File: src/rtl/pcs_pkg.sv
package pcs_pkg;

  localparam int FRAME_W = 16;
  localparam int LEN_W   = 5;

  typedef enum logic [1:0] {
    OP_SINGLE = 2'd0,
    OP_BYTE   = 2'd1,
    OP_HALF   = 2'd2,
    OP_ALT    = 2'd3
  } op_e;

  typedef struct packed {
    logic [FRAME_W-1:0] pat;
    logic [LEN_W-1:0]   len;
  } frame_t;

  // Word is left-justified so that the shifter always starts at bit 15.
  function automatic frame_t build_frame(input logic nine, input logic kind,
                                         input logic [7:0] pay);
    frame_t f;
    if (nine) begin
      f.pat = {kind, pay, 7'b0};
      f.len = LEN_W'(9);
    end else begin
      f.pat = 16'h7000 | {6'b0, kind, 9'b0} | {8'b0, pay};
      f.len = LEN_W'(16);
    end
    return f;
  endfunction

endpackage

File: src/rtl/pcs_shifter.sv
module pcs_shifter
  import pcs_pkg::*;
#(
  parameter int HALF_DIV = 2
) (
  input  logic   clk,
  input  logic   rst,
  input  logic   start,
  input  frame_t frame,
  output logic   done,
  output logic   csn,
  output logic   sclk,
  output logic   sdo
);

  localparam int DW = (HALF_DIV > 1) ? $clog2(HALF_DIV) : 1;

  logic [DW-1:0]      div_q;
  logic [FRAME_W-1:0] sh_q;
  logic [LEN_W-1:0]   left_q;
  logic               act_q;
  logic               sclk_q;
  logic               done_q;

  always_ff @(posedge clk) begin
    if (rst) begin
      div_q  <= '0;
      sh_q   <= '0;
      left_q <= '0;
      act_q  <= 1'b0;
      sclk_q <= 1'b0;
      done_q <= 1'b0;
    end else begin
      done_q <= 1'b0;
      if (!act_q) begin
        if (start) begin
          act_q  <= 1'b1;
          sh_q   <= frame.pat;
          left_q <= frame.len;
          div_q  <= '0;
          sclk_q <= 1'b0;
        end
      end else if (div_q == DW'(HALF_DIV - 1)) begin
        div_q  <= '0;
        sclk_q <= ~sclk_q;
        if (sclk_q) begin
          sh_q   <= {sh_q[FRAME_W-2:0], 1'b0};
          left_q <= left_q - LEN_W'(1);
          if (left_q == LEN_W'(1)) begin
            act_q  <= 1'b0;
            done_q <= 1'b1;
          end
        end
      end else begin
        div_q <= div_q + DW'(1);
      end
    end
  end

  assign done = done_q;
  assign csn  = ~act_q;
  assign sclk = sclk_q;
  assign sdo  = sh_q[FRAME_W-1];

endmodule

File: src/rtl/pcs_sequencer.sv
module pcs_sequencer
  import pcs_pkg::*;
#(
  parameter int GAP_CYCLES = 20000
) (
  input  logic        clk,
  input  logic        rst,
  input  logic        req_valid,
  input  logic [1:0]  req_op,
  input  logic        req_type,
  input  logic [7:0]  req_reg,
  input  logic [15:0] req_val,
  input  logic        fmt_sel,
  input  logic        link_err,
  input  logic        tx_done,
  output logic        req_ready,
  output logic        busy,
  output logic        tx_start,
  output frame_t      tx_frame,
  output logic        abort
);

  localparam int GW = $clog2(GAP_CYCLES + 2);

  typedef enum logic [1:0] {S_IDLE, S_PEND, S_SEND} st_e;

  st_e         st_q;
  op_e         op_q;
  logic        kind_q;
  logic        nine_q;
  logic [7:0]  reg_q;
  logic [15:0] val_q;
  logic [1:0]  idx_q;
  logic [1:0]  last_idx;
  logic [GW-1:0] gap_q;
  logic        w_kind;
  logic [7:0]  w_pay;

  always_comb begin
    case (op_q)
      OP_BYTE: last_idx = 2'd1;
      OP_HALF: last_idx = 2'd2;
      default: last_idx = 2'd0;
    endcase
  end

  always_comb begin
    w_kind = 1'b1;
    w_pay  = val_q[7:0];
    if (idx_q == 2'd0) begin
      w_kind = (op_q == OP_SINGLE || op_q == OP_ALT) ? kind_q : 1'b0;
      w_pay  = reg_q;
    end else if (idx_q == 2'd1 && op_q == OP_HALF) begin
      w_pay = val_q[15:8];
    end
  end

  assign tx_frame  = build_frame(nine_q, w_kind, w_pay);
  assign tx_start  = (st_q == S_PEND) && (gap_q == '0) && !link_err;
  assign abort     = (st_q == S_PEND) && link_err;
  assign req_ready = (st_q == S_IDLE);
  assign busy      = (st_q != S_IDLE);

  always_ff @(posedge clk) begin
    if (rst) begin
      st_q   <= S_IDLE;
      op_q   <= OP_SINGLE;
      kind_q <= 1'b0;
      nine_q <= 1'b0;
      reg_q  <= '0;
      val_q  <= '0;
      idx_q  <= '0;
      gap_q  <= '0;
    end else begin
      if (tx_done)
        gap_q <= GW'(GAP_CYCLES);
      else if (gap_q != '0)
        gap_q <= gap_q - GW'(1);

      case (st_q)
        S_IDLE: if (req_valid) begin
          op_q   <= op_e'(req_op);
          kind_q <= req_type;
          nine_q <= fmt_sel;
          reg_q  <= req_reg;
          val_q  <= req_val;
          idx_q  <= '0;
          st_q   <= S_PEND;
        end
        S_PEND: begin
          if (link_err)      st_q <= S_IDLE;
          else if (tx_start) st_q <= S_SEND;
        end
        S_SEND: if (tx_done) begin
          if (idx_q == last_idx) begin
            st_q <= S_IDLE;
          end else begin
            idx_q <= idx_q + 2'd1;
            st_q  <= S_PEND;
          end
        end
        default: st_q <= S_IDLE;
      endcase
    end
  end

endmodule

File: src/rtl/panel_cmd_serializer.sv
module panel_cmd_serializer
  import pcs_pkg::*;
#(
  parameter int HALF_DIV   = 2,
  parameter int GAP_CYCLES = 20000
) (
  input  logic        clk,
  input  logic        rst,
  input  logic        fmt_sel,
  input  logic        req_valid,
  output logic        req_ready,
  input  logic [1:0]  req_op,
  input  logic        req_type,
  input  logic [7:0]  req_reg,
  input  logic [15:0] req_val,
  input  logic        link_err,
  input  logic        err_clr,
  output logic        busy,
  output logic        err_flag,
  output logic        panel_csn,
  output logic        panel_sclk,
  output logic        panel_sdo
);

  logic   start_w;
  logic   done_w;
  logic   abort_w;
  frame_t frame_w;
  logic   err_q;

  pcs_sequencer #(.GAP_CYCLES(GAP_CYCLES)) seq_i (
    .clk       (clk),
    .rst       (rst),
    .req_valid (req_valid),
    .req_op    (req_op),
    .req_type  (req_type),
    .req_reg   (req_reg),
    .req_val   (req_val),
    .fmt_sel   (fmt_sel),
    .link_err  (link_err),
    .tx_done   (done_w),
    .req_ready (req_ready),
    .busy      (busy),
    .tx_start  (start_w),
    .tx_frame  (frame_w),
    .abort     (abort_w)
  );

  pcs_shifter #(.HALF_DIV(HALF_DIV)) shf_i (
    .clk   (clk),
    .rst   (rst),
    .start (start_w),
    .frame (frame_w),
    .done  (done_w),
    .csn   (panel_csn),
    .sclk  (panel_sclk),
    .sdo   (panel_sdo)
  );

  // Setting wins over clearing in the same cycle.
  always_ff @(posedge clk) begin
    if (rst)          err_q <= 1'b0;
    else if (abort_w) err_q <= 1'b1;
    else if (err_clr) err_q <= 1'b0;
  end

  assign err_flag = err_q;

endmodule

File: config.mk
export PLATFORM = sky130hd
export DESIGN_NAME = panel_cmd_serializer
export DESIGN_NICKNAME = d
export VERILOG_FILES = /design/src/rtl/pcs_pkg.sv /design/src/rtl/pcs_shifter.sv /design/src/rtl/pcs_sequencer.sv /design/src/rtl/panel_cmd_serializer.sv
export SDC_FILE = /design/constraint.sdc
export NUM_CORES = 1
export LEC_CHECK = 0
export ABC_AREA = 1
export BUFFER_PORTS_ARGS = -buffer_cell sky130_fd_sc_hd__clkbuf_2
export CAP_MARGIN = 20
export CORE_UTILIZATION = 63
export CTS_CLUSTER_DIAMETER = 60
export DETAILED_ROUTE_END_ITERATION = 10
export PLACE_DENSITY = 0.85
export SYNTH_ARGS = -nofsm -noshare
export SYNTH_HDL_FRONTEND = slang
export SYNTH_SLANG_ARGS = --single-unit
File: constraint.sdc
create_clock -name clk -period 2.7 [get_ports clk]
set_clock_uncertainty 0.05 [all_clocks]
set_input_delay 0 -clock clk [delete_from_list [all_inputs] [get_ports clk]]
set_output_delay 0 -clock clk [all_outputs]
set_load 0.01 [all_outputs]
**After elaboration in Yosys (flattened, before gate mapping)**

Index checks and enable logic that the tools add are counted.

- Output and inout bits: 6
- Register bits after elaboration: 73
- Input port bits: 33

- Add/subtract/negate cells: 4
- Mux-type cells: 39
- Bitwise operators: 4
- Eq/ne operators: 14
- Reduce and logical (&&, ||, !) cells: 23

Operators with widths:

| kind | count |
|---|---|
| $mux 16 | 4 |
| $mux 15 | 2 |
| $mux 21 | 1 |
| $mux 5 | 4 |
| $mux 1 | 16 |
| $mux 8 | 2 |
| $logic_not 15->1 | 1 |
| $or 15x8->15 | 1 |
| $reduce_bool 15->1 | 1 |
| $sub 15x1->15 const B | 1 |
| $mux 2 | 7 |
| $reduce_bool 2->1 | 5 |
| $pmux 2 s2 | 2 |
| $eq 2x1->1 const B | 3 |
| $eq 2x2->1 const B | 3 |
| $logic_not 2->1 | 3 |
| $ne 2x2->1 const B | 3 |
| $pmux 2 s3 | 1 |
| $reduce_and 3->1 | 2 |
| $eq 5x1->1 const B | 1 |
| $sub 5x1->5 const B | 1 |
| $logic_and 1x1->1 | 4 |
| $ne 2x1->1 const B | 2 |
| $reduce_and 2->1 | 2 |
| 10 further kinds | 12 |

**Logic depth before layout (Yosys ltp)**

- Word-level depth: 8
- Gate-level depth with buffers: 11
- Mapped depth without buffers: 11

**Cells and area by module**

A second synthesis with hierarchy kept.

- Cells, all modules: 545
- Area total of the unflattened synthesis: 3,806.2 um2

By module, submodules not included:

| module | cells each | area an instance (um2) | times used | sequential area each (um2) |
|---|---|---|---|---|
| pcs_sequencer | 346 | 2,449.8 | 1 | 940.9 |
| pcs_shifter | 194 | 1,316.3 | 1 | 500.5 |
| panel_cmd_serializer | 5 | 40.0 | 1 | 20.0 |

**Worst setup path before layout**

No wires, ideal clock.

- Path kind: register -> register
- From: register seq_i.gap_q[0]
- To: register shf_i.sh_q[5]
- Data arrival time: 1.449 ns
- Clock period less this slack: 1.612 ns
- Slack: 1.088 ns
- Library setup time: 0.113 ns
- Cell stages (with the launch flop): 11
- Path buffers: 1
- Path through: dfxtp_1 -> inv_1 -> ha_1 -> nand2_2 -> nor2_2 -> nand3_2 -> nand2_4 -> nand2_4 -> buf_2 -> nor2_1 -> nor2_1

- Cells in the longest elaborated chain, start to end: 5

Ends and longest elaborated chain:

| element | RTL line | RTL |
|---|---|---|
| start: declaration | pcs_sequencer.sv:35 | `logic [GW-1:0] gap_q;` |
| start signal: assignment | pcs_sequencer.sv:76 | `gap_q <= GW'(GAP_CYCLES);` |
| start signal: assignment | pcs_sequencer.sv:78 | `gap_q <= gap_q - GW'(1);` |
| $logic_not 15->1 | pcs_sequencer.sv:59 | `assign tx_start = (st_q == S_PEND) && (gap_q == '0) && !link_err;` |
| $logic_and 1x1->1 (2 in a row) | pcs_sequencer.sv:59 |  |
| $reduce_bool 2->1 (no source line) | n/a |  |
| $reduce_and 3->1 (no source line) | n/a |  |
| end signal: assignment | pcs_shifter.sv:38 | `sh_q <= frame.pat;` |
| end signal: assignment | pcs_shifter.sv:47 | `sh_q <= {sh_q[FRAME_W-2:0], 1'b0};` |
| end: declaration | pcs_shifter.sv:19 | `logic [FRAME_W-1:0] sh_q;` |

Every way passes these cells.
A chain may end at the register's enable or synchronous reset.

**Final worst setup path**

- From: register seq_i.st_q[1]
- To: register seq_i.val_q[13]

- Cells in the longest elaborated chain, start to end: 2

Ends and longest elaborated chain:

| element | RTL line | RTL |
|---|---|---|
| start: declaration | pcs_sequencer.sv:27 | `st_e st_q;` |
| start signal: assignment | pcs_sequencer.sv:66 | `st_q <= S_IDLE;` |
| start signal: assignment | pcs_sequencer.sv:88 | `st_q <= S_PEND;` |
| start signal: assignment | pcs_sequencer.sv:91 | `if (link_err) st_q <= S_IDLE;` |
| $logic_not 2->1 | pcs_sequencer.sv:80 | `case (st_q)` |
| $reduce_and 2->1 (no source line) | n/a |  |
| end signal: assignment | pcs_sequencer.sv:86 | `val_q <= req_val;` |
| end: declaration | pcs_sequencer.sv:32 | `logic [15:0] val_q;` |

Every way passes these cells.

==> results.sh <==
export IMPL_startpoint_type="flop"
export IMPL_clock_path_buffers=2
export IMPL_finalPower_uw=3690
export IMPL_stdcell_count=669
export IMPL_synth_nets=570
export IMPL_power_density_mw_per_mm2=871
export IMPL_end_kind="flop"
export IMPL_synth_cells=529
export IMPL_antenna_found_initial=0
export IMPL_ys_warn_count=0
export IMPL_grt_max_degree=54
export IMPL_ys_ff_latch=73
export IMPL_whs_ns=0.133
export IMPL_max_freq_ghz=0.476
export IMPL_rsz0062_at_grt="false"
export IMPL_path_class="flop to flop"
export IMPL_worstPathCellList="nor2_2 -> inv_2 -> nor2_2 -> inv_2 -> o21ai_0 -> a21oi_1"
export IMPL_synthTopCellsByArea="dfxtp_1 41%, nand2_1 12%, nor2_1 11%"
export IMPL_yosys_cell_count_top_type="nand2_1"
export IMPL_critPathRequiredTime_ns=2.85
export IMPL_cp_max_fo=40
export IMPL_slowest_delay_ns=0.43
export IMPL_rr_worst_depth=6
export IMPL_vias_per_cell=5.62
export IMPL_holdCritPathClass="input pin to flop"
export IMPL_synthFlopType="dfxtp_1"
export IMPL_die_area_mm2=0.00592
export IMPL_setup_ws_ns=0.597
export IMPL_synth_top_area_share_pct=41.3
export IMPL_synth_edf_count=0
export IMPL_tritoncts="built"
export IMPL_drive_gt1_share_pct=11.7
export IMPL_fp_dieW_um=77.0
export IMPL_cts_root_buf="clkbuf_8"
export IMPL_wl_um=9510
export IMPL_coreArea_mm2=0.00527
export IMPL_initial_utilization_pct=67.2
export IMPL_ant_nets=0
export IMPL_clock_latency_ns=0.35
export IMPL_dp_final_hpwl_um=5640
export IMPL_grt_pass1_wl_um=16100
export IMPL_io_pin_count=39
export IMPL_ir_drop_mv=0.522
export IMPL_ys_top_cells_by_count="110 x nand2_1, 108 x nor2_1, 73 x dfxtp_1"
export IMPL_final_hold_viol_count=0
export IMPL_nNetsFinal=634
export IMPL_pre_cts_ws_ns=0.786
export IMPL_post_cts_resized=0
export IMPL_arrival_ns=2.26
export IMPL_layout_min_cycle_time_ns=2.10
export IMPL_h_tree_depth=3
export IMPL_crit_slowest_cell="nor2_2"
export IMPL_synth_seq_area_share_pct=41.3
export IMPL_drt_pass1_iterations=6
export IMPL_outcome="complete, no violations"
export IMPL_numPortBuffers=38
export IMPL_max_slew_margin_rel_pct=60.4
export IMPL_dp_cells=621
export IMPL_synth_area_mm2=0.00354
export IMPL_drtIter0Drc=435
export IMPL_synth_top_area_cell="dfxtp_1"
export IMPL_grt_overflow=0
export IMPL_finalSetupTns_ns=0
export IMPL_vias=3762
export IMPL_std_cell_rows=26
export IMPL_area_growth_pct=19.6
export IMPL_grt_usage_pct=34.7
export IMPL_cts_sinks=73
export IMPL_yosysUniqueCellTypes=30
export IMPL_fin_crit_sh_pct=77.9
export IMPL_maxSlewViolCount=0
export IMPL_setup_viol=0
export IMPL_die_h_um=77.0
export IMPL_async_flop_share_pct=0
export IMPL_cts_buffers=9
export IMPL_postSynthAreaPerCell_um2=6.69
export IMPL_gp_congestion=0.890
export IMPL_avgRoutedWirePerCell_um=14.2
export IMPL_drc=0
export IMPL_timing_max_cap_violations=0
export IMPL_clk_pin_slew_ns=0.08
export IMPL_worstMarginPinSlew_ns=0.592
export IMPL_total_leakage_power_uw=0.00205
export IMPL_grt_pass1_vias=3524
export IMPL_whs_path_depth=5
==> worst paths after layout <==
check	startpoint	endpoint	slack (ns)
max	seq_i.st_q[1]$_SDFFE_PP0P_	seq_i.val_q[13]$_SDFFE_PP0P_	0.60
min	req_valid	seq_i.kind_q$_SDFFE_PP0P_	0.13
max reg2reg	seq_i.st_q[1]$_SDFFE_PP0P_	seq_i.val_q[13]$_SDFFE_PP0P_	0.60
min reg2reg	seq_i.reg_q[0]$_SDFFE_PP0P_	seq_i.reg_q[0]$_SDFFE_PP0P_	0.41
==> metal layers <==
metal,track usage [%],wire length [um]
met1,42.2,3930
met4,19.1,348
met5,0,0
met3,5.12,670
met2,58.6,4560
==> kinds of logic after synthesis <==
group | after synthesis | share of synthesized area, %
and+or+nand+nor | 282 | 33.2
AOI/OAI and AO/OA | 87 | 12.7
DFF | 73 | 41.3
buffers and inverters | 71 | 7.95
adders and majority gates | 8 | 2.83
xor gates and xnor gates | 7 | 1.73
muxes | 1 | 0.318
==> what timing repair did <==
action,CTS,global route
hold buffers,31,0
hold endpoints to repair,38,0
setup buffers,0,0
==> power breakdown <==
part | internal [uW] | switching, uW
Combinational | 524 | 933
Clock | 381 | 407
Sequential | 1280 | 160
==> placed cells by master, fill, tap and decap left out, types with 3 or more instances in the layout <==
master | Yosys | routed
nand2_1 | 110 | 110
a21o_1 | 3 | 3
clkbuf_8 | 0 | 11
clkinv_2 | 0 | 3
dlygate4sd3_1 | 0 | 31
clkbuf_2 | 0 | 38
a21oi_1 | 29 | 29
nor2_1 | 108 | 108
xnor2_1 | 6 | 6
nor2_2 | 6 | 6
ha_1 | 8 | 8
nand3_1 | 45 | 45
inv_2 | 3 | 3
o21ai_0 | 48 | 48
o21ai_1 | 4 | 4
dfxtp_1 | 73 | 73
nor3_1 | 4 | 4
inv_1 | 49 | 49
==> through the flow <==
step / util (%) / instance area, um^2
after floorplan: - / 3540
after global placement: 71.1 / 3750
after detailed placement: 71.1 / 3750
after CTS: 80.3 / 4230
after global routing: 80.3 / 4230
final: 80.3 / 4230
==> registers in the layout, indices dropped and copies added (netlist names) <==
register	count
shf_i.sh_q	16
shf_i.div_q	1
seq_i.nine_q	1
shf_i.done	1
shf_i.sclk	1
seq_i.op_q	2
seq_i.reg_q	8
seq_i.idx_q	2
shf_i.act_q	1
seq_i.kind_q	1
shf_i.left_q	5
err_flag	1
seq_i.gap_q	15
seq_i.st_q	2
seq_i.val_q	16
==> layout make-up <==
cell class	count	area [um^2]
multi-input combinational	385	1800
clock buffer	13	159
clock inverter	3	15.0
antenna	1	2.50
tap	70	87.6
timing repair buffer	70	508
sequential	73	1460
fill	352	1040
inverter	54	203
==> worst max-delay path: cells and delay by family (launching register included) <==
family / cells / cell delay, ns
AND/OR/NAND/NOR: 2 / 0.62
AO/OA/AOI/OAI: 2 / 0.44
flip-flops: 1 / 0.39
buffers and inverters: 2 / 0.45
No activity file was read; power rests on OpenSTA's default activity.
